### config.mk
export PLATFORM = sky130hd
export DESIGN_NAME = branch_npc_unit
export DESIGN_NICKNAME = d
export VERILOG_FILES = /design/src/rtl/npc_pkg.sv /design/src/rtl/npc_decode.sv /design/src/rtl/npc_branch_eval.sv /design/src/rtl/npc_jump_target.sv /design/src/rtl/branch_npc_unit.sv
export SDC_FILE = /design/constraint.sdc
export NUM_CORES = 1
export LEC_CHECK = 0
export BUFFER_PORTS_ARGS = -buffer_cell sky130_fd_sc_hd__buf_4
export CAP_MARGIN = 20
export CORE_ASPECT_RATIO = 0.7
export CORE_UTILIZATION = 40
export DETAILED_ROUTE_END_ITERATION = 6
export PLACE_DENSITY = 0.75
export RECOVER_POWER = 25
export SLEW_MARGIN = 5
export SYNTH_ARGS = -nofsm -noshare
export SYNTH_HDL_FRONTEND = slang
export SYNTH_SLANG_ARGS = --single-unit
### constraint.sdc
create_clock -name vclk -period 9.6
set_clock_uncertainty 0.2 [all_clocks]
set_input_delay 0.96 -clock vclk [all_inputs]
set_output_delay 0.96 -clock vclk [all_outputs]
set_load 0.01 [all_outputs]
### src/rtl/npc_pkg.sv
package npc_pkg;

    localparam int INSTR_W  = 32;
    localparam int OPC_W    = 6;
    localparam int IMM_W    = 16;
    localparam int JIDX_W   = 26;
    localparam int FUNCT_W  = 6;
    localparam int WORD_SH  = 2;

    localparam logic [OPC_W-1:0]   OPC_REGOP = 6'd0;
    localparam logic [OPC_W-1:0]   OPC_JMP   = 6'd2;
    localparam logic [OPC_W-1:0]   OPC_JLINK = 6'd3;
    localparam logic [OPC_W-1:0]   OPC_BREQ  = 6'd4;
    localparam logic [OPC_W-1:0]   OPC_BRNE  = 6'd5;
    localparam logic [FUNCT_W-1:0] FN_JREG   = 6'd8;

    typedef enum logic [2:0] {
        FLOW_SEQ,
        FLOW_BREQ,
        FLOW_BRNE,
        FLOW_JMP,
        FLOW_JLINK,
        FLOW_JREG
    } flow_kind_e;

    typedef struct packed {
        flow_kind_e          kind;
        logic [IMM_W-1:0]    offset;
        logic [JIDX_W-1:0]   jidx;
    } flow_dec_t;

endpackage

### src/rtl/npc_decode.sv
module npc_decode
    import npc_pkg::*;
(
    input  logic [INSTR_W-1:0] instr_i,
    output flow_dec_t          dec_o
);
    logic [OPC_W-1:0]   opc;
    logic [FUNCT_W-1:0] fn;

    always_comb begin
        opc          = instr_i[INSTR_W-1 -: OPC_W];
        fn           = instr_i[FUNCT_W-1:0];
        dec_o.offset = instr_i[IMM_W-1:0];
        dec_o.jidx   = instr_i[JIDX_W-1:0];
        unique case (opc)
            OPC_BREQ:  dec_o.kind = FLOW_BREQ;
            OPC_BRNE:  dec_o.kind = FLOW_BRNE;
            OPC_JMP:   dec_o.kind = FLOW_JMP;
            OPC_JLINK: dec_o.kind = FLOW_JLINK;
            OPC_REGOP: dec_o.kind = (fn == FN_JREG) ? FLOW_JREG : FLOW_SEQ;
            default:   dec_o.kind = FLOW_SEQ;
        endcase
    end
endmodule

### src/rtl/npc_branch_eval.sv
module npc_branch_eval
    import npc_pkg::*;
#(
    parameter int XLEN = 32
) (
    input  logic [XLEN-1:0]  seq_pc_i,
    input  logic [IMM_W-1:0] offset_i,
    input  logic [XLEN-1:0]  rs_val_i,
    input  logic [XLEN-1:0]  rt_val_i,
    output logic [XLEN-1:0]  target_o,
    output logic             equal_o
);
    localparam int EXT_W = XLEN - IMM_W - WORD_SH;

    logic [XLEN-1:0] disp;

    always_comb begin
        disp     = {{EXT_W{offset_i[IMM_W-1]}}, offset_i, {WORD_SH{1'b0}}};
        target_o = seq_pc_i + disp;
        equal_o  = (rs_val_i == rt_val_i);
    end
endmodule

### src/rtl/npc_jump_target.sv
module npc_jump_target
    import npc_pkg::*;
#(
    parameter int XLEN = 32
) (
    input  logic [XLEN-JIDX_W-WORD_SH-1:0] region_i,
    input  logic [JIDX_W-1:0]              jidx_i,
    output logic [XLEN-1:0]                target_o
);
    always_comb begin
        target_o = {region_i, jidx_i, {WORD_SH{1'b0}}};
    end
endmodule

### src/rtl/branch_npc_unit.sv
module branch_npc_unit
    import npc_pkg::*;
#(
    parameter int XLEN     = 32,
    parameter int REG_W    = 5,
    parameter int LINK_REG = 31
) (
    input  logic [XLEN-1:0]    pc_i,
    input  logic [INSTR_W-1:0] instr_i,
    input  logic [XLEN-1:0]    rs_val_i,
    input  logic [XLEN-1:0]    rt_val_i,
    output logic [XLEN-1:0]    next_pc_o,
    output logic               taken_o,
    output logic               link_we_o,
    output logic [REG_W-1:0]   link_idx_o,
    output logic [XLEN-1:0]    link_val_o,
    output logic               jr_misalign_o
);
    localparam int               REGION_W = XLEN - JIDX_W - WORD_SH;
    localparam logic [XLEN-1:0]  STEP     = XLEN'(1 << WORD_SH);

    flow_dec_t       dec;
    logic [XLEN-1:0] seq_pc;
    logic [XLEN-1:0] br_target;
    logic [XLEN-1:0] jmp_target;
    logic            regs_equal;

    assign seq_pc = pc_i + STEP;

    npc_decode u_decode (
        .instr_i (instr_i),
        .dec_o   (dec)
    );

    npc_branch_eval #(.XLEN(XLEN)) u_branch (
        .seq_pc_i (seq_pc),
        .offset_i (dec.offset),
        .rs_val_i (rs_val_i),
        .rt_val_i (rt_val_i),
        .target_o (br_target),
        .equal_o  (regs_equal)
    );

    npc_jump_target #(.XLEN(XLEN)) u_jump (
        .region_i (seq_pc[XLEN-1 -: REGION_W]),
        .jidx_i   (dec.jidx),
        .target_o (jmp_target)
    );

    always_comb begin
        next_pc_o     = seq_pc;
        taken_o       = 1'b0;
        link_we_o     = 1'b0;
        jr_misalign_o = 1'b0;
        unique case (dec.kind)
            FLOW_BREQ: begin
                if (regs_equal) begin
                    next_pc_o = br_target;
                    taken_o   = 1'b1;
                end
            end
            FLOW_BRNE: begin
                if (!regs_equal) begin
                    next_pc_o = br_target;
                    taken_o   = 1'b1;
                end
            end
            FLOW_JMP: begin
                next_pc_o = jmp_target;
                taken_o   = 1'b1;
            end
            FLOW_JLINK: begin
                next_pc_o = jmp_target;
                taken_o   = 1'b1;
                link_we_o = 1'b1;
            end
            FLOW_JREG: begin
                next_pc_o     = rs_val_i;
                taken_o       = 1'b1;
                jr_misalign_o = |rs_val_i[WORD_SH-1:0];
            end
            default: begin
                next_pc_o = seq_pc;
            end
        endcase
    end

    assign link_idx_o = REG_W'(LINK_REG);
    assign link_val_o = seq_pc;

endmodule

# Word-level counts from Yosys, hierarchy flattened
# Cells that the tools add are included.
# totals
register_bits,0
in_bits,128
output_inout_bits,72
word_cells,27
# op_classes
addsub,2
eq_ne,11
n_mux,10
n_reduce_logical,4
# ops
cell,count
32-bit case mux with 4 select lines,1
32-bit two-way mux,2
"32-bit by 3-bit adder with 32-bit output, second input constant",1
32-bit adder,1
32-bit equality test,1
3-bit case mux with 5 select lines,1
"6-bit by 2-bit equality test with 1-bit output, second input constant",2
"6-bit by 3-bit equality test with 1-bit output, second input constant",2
"3-bit by 2-bit equality test with 1-bit output, second input constant",2
"3-bit equality test, second input constant",2
"6-bit by 4-bit equality test with 1-bit output, second input constant",1
6-bit zero test,1
1-bit two-way mux,4
2-bit OR reduction,2
"3-bit by 1-bit equality test with 1-bit output, second input constant",1
3-bit two-way mux,1
1-bit case mux with 3 select lines,1
3-bit OR reduction,1

# Longest topological paths before layout
# Gate-level depths: netlist of the first run.
# logic_depth
word_depth,6
ltp_mapped,16
depth_no_buf,15

# Modules after synthesis
# A second synthesis of the first run with hierarchy kept.
# hier_totals
cells_unflattened,796
area_unflattened_um2,5415.2
# by_module_without_submodules
mod,n_inst,cells_each,area_each_um2,seq_area_each_um2
branch_npc_unit,1,442,2806.4,0.0
npc_branch_eval,1,268,1961.9,0.0
npc_decode,1,53,402.9,0.0
npc_jump_target,1,33,244.0,0.0

# Least setup slack after synthesis of the first run
# Ideal clock, no wire load.
# synth_timing
path_type,input port to output port
start,in pc_i[4]
end,out next_pc_o[28]
arrival_time_ns,4.039
required_time_ns,8.440
slack_ns,4.401
path_stages,14
n_path_buf,0
cell_sequence,and4_1 -> nand4_1 -> nor3_1 -> nand2_1 -> xnor2_1 -> ha_1 -> and3_1 -> and4_1 -> a32o_1 -> or3b_1 -> a31oi_1 -> o21ai_1 -> xnor2_1 -> o211ai_1
# synth_between
elab_chain_len,4
elab_cells_between_ends,5
cone_classes,2 x add/sub; 3 x mux
# synth_rtl
element,line,source
"start, declared",branch_npc_unit.sv:8,"input logic [XLEN-1:0] pc_i,"
32-bit by 3-bit adder with 32-bit output *,branch_npc_unit.sv:28,assign seq_pc = pc_i + STEP;
net link_val_o[16],branch_npc_unit.sv:16,"output logic [XLEN-1:0] link_val_o,"
32-bit adder *,npc_branch_eval.sv:19,target_o = seq_pc_i + disp;
32-bit two-way mux (on tied branches),"branch_npc_unit.sv:63, branch_npc_unit.sv:57",
32-bit case mux with 4 select lines *,branch_npc_unit.sv:55,unique case (dec.kind)
"end, declared",branch_npc_unit.sv:12,"output logic [XLEN-1:0] next_pc_o,"
# Mark *: on every way through the listed nets, which the timed path passes. The rest lies on a longest branch.

# Worst setup path after layout of the first run
# layout_timing
start,in pc_i[4]
end,out next_pc_o[28]
# layout_between
elab_chain_len,4
elab_cells_between_ends,5
cone_classes,2 x add/sub; 3 x mux
# layout_rtl
element,line
32-bit by 3-bit adder with 32-bit output *,branch_npc_unit.sv:28
32-bit adder,npc_branch_eval.sv:19
32-bit two-way mux (on tied branches),"branch_npc_unit.sv:63, branch_npc_unit.sv:57"
32-bit case mux with 4 select lines *,branch_npc_unit.sv:55
# Mark *: on every way between the ends. The rest lies on a longest branch, timed or not.

==> results of run 1 <==
## layout make-up
| cell class | count | area, µm² | area share, % |
|---|---|---|---|
| repair buffers | 198 | 1430 | 30.79 |
| well taps | 101 | 126.4 | 2.721 |
| multi-input cells | 415 | 3054 | 65.76 |
| inverters | 9 | 33.78 | 0.7274 |
## per-stage QoR
step	instances	util, %
CTS	723	59.91
floorplan	449	-
finish	723	59.00
global placement	723	59.91
detailed placement	723	59.91
global route	723	59.00
## metal layers
metal / GRT usage (%) / part of all wire [%] / vias up
met5: 0 / 0 / -
met4: 2.267 / 0.71 / 0
met3: 2.269 / 9.2 / 6
met2: 48.05 / 42 / 227
met1: 46.65 / 48 / 2005
li1: - / - / 2059
## cell families after synthesis
| logic type | after synthesis | synth area share (%) |
|---|---|---|
| fa+ha+maj | 37 | 14.50 |
| xor+xnor | 86 | 24.03 |
| simple gates | 136 | 23.60 |
| compound gates | 150 | 31.55 |
| buf+inv | 34 | 5.862 |
| mux | 1 | 0.3471 |
| other cells | 1 | 0.1156 |
## final timing paths
check	start	cells after the start	endpoint	slack, ps
worst min-delay path	pc_i[0]	2	link_val_o[0]	1950
worst max-delay path	pc_i[4]	15	next_pc_o[28]	2930
## power by group through the flow
stage / combinational (W) / clock (W) / sequential, W
after floorplan: 0.000139 / 0 / 0
after global placement: 0.000253 / 0 / 0
after detailed placement: 0.000253 / 0 / 0
after CTS: 0.000255 / 0 / 0
after global routing: 0.000277 / 0 / 0
final: 0.000255 / 0 / 0
## layout by cell type, fill, tap and decap left out, types with 5 or more instances in the layout
cell and n:
nor3_1 7, inv_1 8, o21ai_0 36, a22oi_1 8, a21o_1 14, o21ai_1 10
and3_1 9, a31oi_1 7, nor4_1 11, xor2_1 47, ha_1 36, nor2_1 16
a222oi_1 18, o211ai_1 7, a211oi_1 5, a21oi_1 20, and3_2 5, nand4_1 14
nand2_1 35, xnor2_1 37, nand3_1 16, clkbuf_1 15, conb_1 5, buf_4 183
==> impl_metrics.env, run 1 <==
export IMPL_status="finished with violations"
export IMPL_power_density_mw_per_mm2=54.93
export IMPL_seq_area_frac_synth_pct=0
export IMPL_crit_slowest_cell="nor4_1"
export IMPL_relSlewSlack_pct=-7.222
export IMPL_cpPeakStageDelay_ps=1320
export IMPL_grt_start_max_net_pins=35
export IMPL_timing_fmax_mhz=149.8
export IMPL_critPathBufInv=2
export IMPL_synth_cells=445
export IMPL_gp_congestion=0.8881
export IMPL_avgSynthCellArea_um2=7.291
export IMPL_yosysMostFrequentCell="xor2_1"
export IMPL_hold_buffers=0
export IMPL_fillers=788
export IMPL_startpoint_type="primary input"
export IMPL_dpl_hpwl_um=11190
export IMPL_core_area_mm2=0.007871
export IMPL_grt_pass1_vias=3935
export IMPL_dp_worst_setup_slack_ps=3493
export IMPL_die_w_um=109.6
export IMPL_synth_common_cells="47 x xor2_1, 37 x xnor2_1, 36 x ha_1, 36 x o21ai_0, 35 x nand2_1"
export IMPL_layout_area_overhead_vs_synth_pct=43.15
export IMPL_worst_pin_slew_ps=1594
export IMPL_initial_core_util_pct=41.22
export IMPL_slew_violations=8
export IMPL_cp_top_family="simple AND/OR/NAND/NOR gates"
export IMPL_yosys_warnings=0
export IMPL_n_antenna_cell=0
export IMPL_finalCritPeriodShare_pct=69.53
export IMPL_die_h_um=77.35
export IMPL_intPower_w=0.0001198
export IMPL_boundaryPins=200
export IMPL_syn_area_mm2=0.003244
export IMPL_routedWlPerCell_um=18.56
export IMPL_cts_resized_gates=0
export IMPL_critPathRequiredTime_ps=8440
export IMPL_cp_end_kind="output port"
export IMPL_drc=0
export IMPL_nFlopsAndLatches=0
export IMPL_min_path_type="primary input to output port"
export IMPL_swShare_pct=53.02
export IMPL_violations="capacitance limit, slew limit"
export IMPL_routed_wl_um=13420
export IMPL_fp_row_count=27
export IMPL_p_clk_share_pct=0
export IMPL_synthDistinctLibCells=62
export IMPL_p_seq_share_pct=0
export IMPL_total_leakage_power_nw=2.165
export IMPL_hold_worst_slack_ps=1949
export IMPL_drv_cap=1
export IMPL_worst_path_max_fanout=7
export IMPL_vias_per_cell=5.943
export IMPL_irDropWorstVdd_mv=0.02429
export IMPL_finalPower_w=0.0002551
export IMPL_p_sw_w=0.0001353
export IMPL_first_pass_iters=6
export IMPL_vias=4297
export IMPL_yosysTopAreaCellShare_pct=13.88
export IMPL_p_comb_share_pct=100.0
export IMPL_antenna_found_initial=0
export IMPL_grt_pass1_wl_um=20690
export IMPL_drt_initial_drc_count=444
export IMPL_tns_ps=0
export IMPL_drtAntennaViolNets=0
export IMPL_worstPathArrival_ps=5510
export IMPL_placed_cell_area_mm2=0.004716
export IMPL_timing_worst_setup_path_type="primary input to output port"
export IMPL_final_area_mm2=0.004644
export IMPL_rsz0062_at_grt="false"
export IMPL_clockBufferCount=0
export IMPL_postCtsSetupRepairBufs=0
export IMPL_hold_viol=0
export IMPL_synth_area_leaders="ha_1 14%, xor2_1 13%, xnor2_1 10%, a222oi_1 5.6%, o21ai_0 5.6%"
export IMPL_final_nets=789
export IMPL_drive_above_1_share_pct=31.99
export IMPL_min_period_ps=6675
export IMPL_crit_chain="buf_4 > nand4_4 > nor4_1 > nand3_1 > xnor2_1 > ha_1 > and3_1 > and4_1 > a32o_1 > or3b_1 > a31oi_1 > o21ai_1 > xnor2_1 > o211ai_1 > buf_4"
export IMPL_io_buffers=195
export IMPL_regArea_um2=0
export IMPL_dieArea_mm2=0.008481
export IMPL_setup_violations=0
export IMPL_grt_total_usage_pct=30.59
export IMPL_yosysTopAreaCell="ha_1"
export IMPL_overflow=0
export IMPL_fin_ws_ps=2925
Power figures use the tool's default switching activity.
==> run 2: changes to the inputs <==
--- a/config.mk
+++ b/config.mk
@@ -10,7 +10,7 @@
 export CORE_ASPECT_RATIO = 0.7
 export CORE_UTILIZATION = 40
 export DETAILED_ROUTE_END_ITERATION = 6
-export PLACE_DENSITY = 0.75
+export PLACE_DENSITY = 0.78
 export RECOVER_POWER = 25
 export SLEW_MARGIN = 5
 export SYNTH_ARGS = -nofsm -noshare
==> constraint.sdc (replaced) <==
create_clock -name vclk -period 5.8
set_clock_uncertainty 0.2 [all_clocks]
set_input_delay 0.58 -clock vclk [all_inputs]
set_output_delay 0.58 -clock vclk [all_outputs]
set_load 0.01 [all_outputs]
==> run 2 against run 1 <==
  * Final cell count unchanged
  * Worst hold slack worse by 770 ps
  * The flow now finishes without violations
  * Total power up 67%
  * Largest cell class unchanged
==> impl_metrics.env, run 2 (same netlist as run 1, synthesis figures left out) <==
export IMPL_p_seq_share_pct=0
export IMPL_grt_pass1_wl_um=21110
export IMPL_final_area_mm2=0.004659
export IMPL_placed_cell_area_mm2=0.004716
export IMPL_final_common_cell="buf_4"
export IMPL_swShare_pct=53.45
export IMPL_dieArea_mm2=0.008481
export IMPL_timing_fmax_mhz=181.0
export IMPL_hold_buffers=0
export IMPL_gp_congestion=0.9246
export IMPL_critPathBufInv=2
export IMPL_io_buffers=195
export IMPL_layout_area_overhead_vs_synth_pct=43.62
export IMPL_grt_pass1_vias=4061
export IMPL_worst_path_max_fanout=6
export IMPL_grt_start_max_net_pins=35
export IMPL_core_area_mm2=0.007871
export IMPL_crit_slowest_cell="o21ai_0"
export IMPL_cp_top_family="simple AND/OR/NAND/NOR gates"
export IMPL_p_comb_share_pct=100.0
export IMPL_regArea_um2=0
export IMPL_drive_above_1_share_pct=32.15
export IMPL_p_sw_w=0.0002284
export IMPL_timing_worst_setup_path_type="primary input to output port"
export IMPL_boundaryPins=200
export IMPL_hold_viol=0
export IMPL_fp_row_count=27
export IMPL_initial_core_util_pct=41.22
export IMPL_fin_util_pct=59.20
export IMPL_dp_worst_setup_slack_ps=412.3
export IMPL_min_path_type="primary input to output port"
export IMPL_nFlopsAndLatches=0
export IMPL_n_antenna_cell=0
export IMPL_drtAntennaViolNets=0
export IMPL_hold_path_startpoint="pc_i[0]"
export IMPL_die_w_um=109.6
export IMPL_crit_chain="buf_4 > and4_1 > nand4_1 > nor3_1 > and2_1 > nand2_1 > xnor2_1 > ha_1 > a21oi_1 > nor2_1 > o41ai_1 > nand3_1 > o21ai_0 > o21ai_0 > xnor2_1 > o211ai_1 > buf_4"
export IMPL_p_clk_share_pct=0
export IMPL_worst_pin_slew_ps=676.4
export IMPL_total_leakage_power_nw=2.175
export IMPL_fin_ws_ps=275.3
export IMPL_finalCritPeriodShare_pct=95.25
export IMPL_status="finished clean"
export IMPL_cp_end_kind="output port"
export IMPL_final_nets=789
export IMPL_cpPeakStageDelay_ps=450
export IMPL_cts_resized_gates=0
export IMPL_routedWlPerCell_um=19.23
export IMPL_antenna_found_initial=0
export IMPL_intPower_w=0.0001989
export IMPL_clockBufferCount=0
export IMPL_setup_violations=0
export IMPL_die_h_um=77.35
export IMPL_dpl_hpwl_um=11530
export IMPL_whs_path_depth=2
export IMPL_grt_total_usage_pct=31.06
export IMPL_postCtsSetupRepairBufs=0
export IMPL_power_density_mw_per_mm2=91.70
export IMPL_drv_cap=0
export IMPL_startpoint_type="primary input"
export IMPL_vias=4376
export IMPL_first_pass_iters=7
export IMPL_drc=0
export IMPL_tns_ps=0
export IMPL_min_period_ps=5525
export IMPL_overflow=0
export IMPL_drt_initial_drc_count=417
export IMPL_irDropWorstVdd_mv=0.04657
export IMPL_rsz0062_at_grt="false"
export IMPL_slew_violations=0
export IMPL_fillers=776
export IMPL_vias_per_cell=6.053
export IMPL_relSlewSlack_pct=54.91
export IMPL_worstPathArrival_ps=4740
export IMPL_routed_wl_um=13900
export IMPL_final_cell_mix="183 x buf_4, 47 x xor2_1, 37 x xnor2_1"
export IMPL_holdPathEnd="link_val_o[0]"
export IMPL_critPathRequiredTime_ps=5020
[run 2: power groups by stage]
stage	clock [W]	sequential [W]	combinational (W)
2_1_floorplan	0	0	0.000230
3_3_place_gp	0	0	0.000419
3_5_place_dp	0	0	0.000423
4_1_cts	0	0	0.000425
5_1_grt	0	0	0.000462
6_report	0	0	0.000427
[run 2: metal layers]
layer | vias to the layer above | GRT usage (%) | part of all wire [%]
met3 | 14 | 2.941 | 8.8
met4 | 0 | 4.267 | 1.1
met2 | 248 | 48.18 | 42
met5 | - | 0 | 0
li1 | 2061 | - | -
met1 | 2053 | 46.73 | 48
[run 2: metrics by stage]
| stage | total power, W | std cells | hold slack, ps |
|---|---|---|---|
| 2_1_floorplan | 0.0002300 | 449 | 1013 |
| 3_3_place_gp | 0.0004194 | 723 | 1150 |
| 3_5_place_dp | 0.0004227 | 723 | 1150 |
| 4_1_cts | 0.0004253 | 723 | 1150 |
| 5_1_grt | 0.0004621 | 723 | 1202 |
| 6_report | 0.0004273 | 723 | 1183 |
[run 2: cell type report]
type	count	area, µm²	share of cell area (%)
inverters	9	33.78	0.7250
multi-input cells	415	3069	65.87
repair buffers	198	1430	30.69
well taps	101	126.4	2.712
[run 2: how the worst max path moves through the flow]
stage	startpoint	endpoint	slack [ps]	cells after the start
floorplan	pc_i[4]	next_pc_o[28]	1360	14
global placement	pc_i[4]	next_pc_o[29]	720	17
detailed placement	pc_i[4]	next_pc_o[29]	410	17
CTS	pc_i[4]	next_pc_o[29]	400	17
global route	pc_i[2]	next_pc_o[29]	40	17
finish	pc_i[4]	next_pc_o[29]	280	17
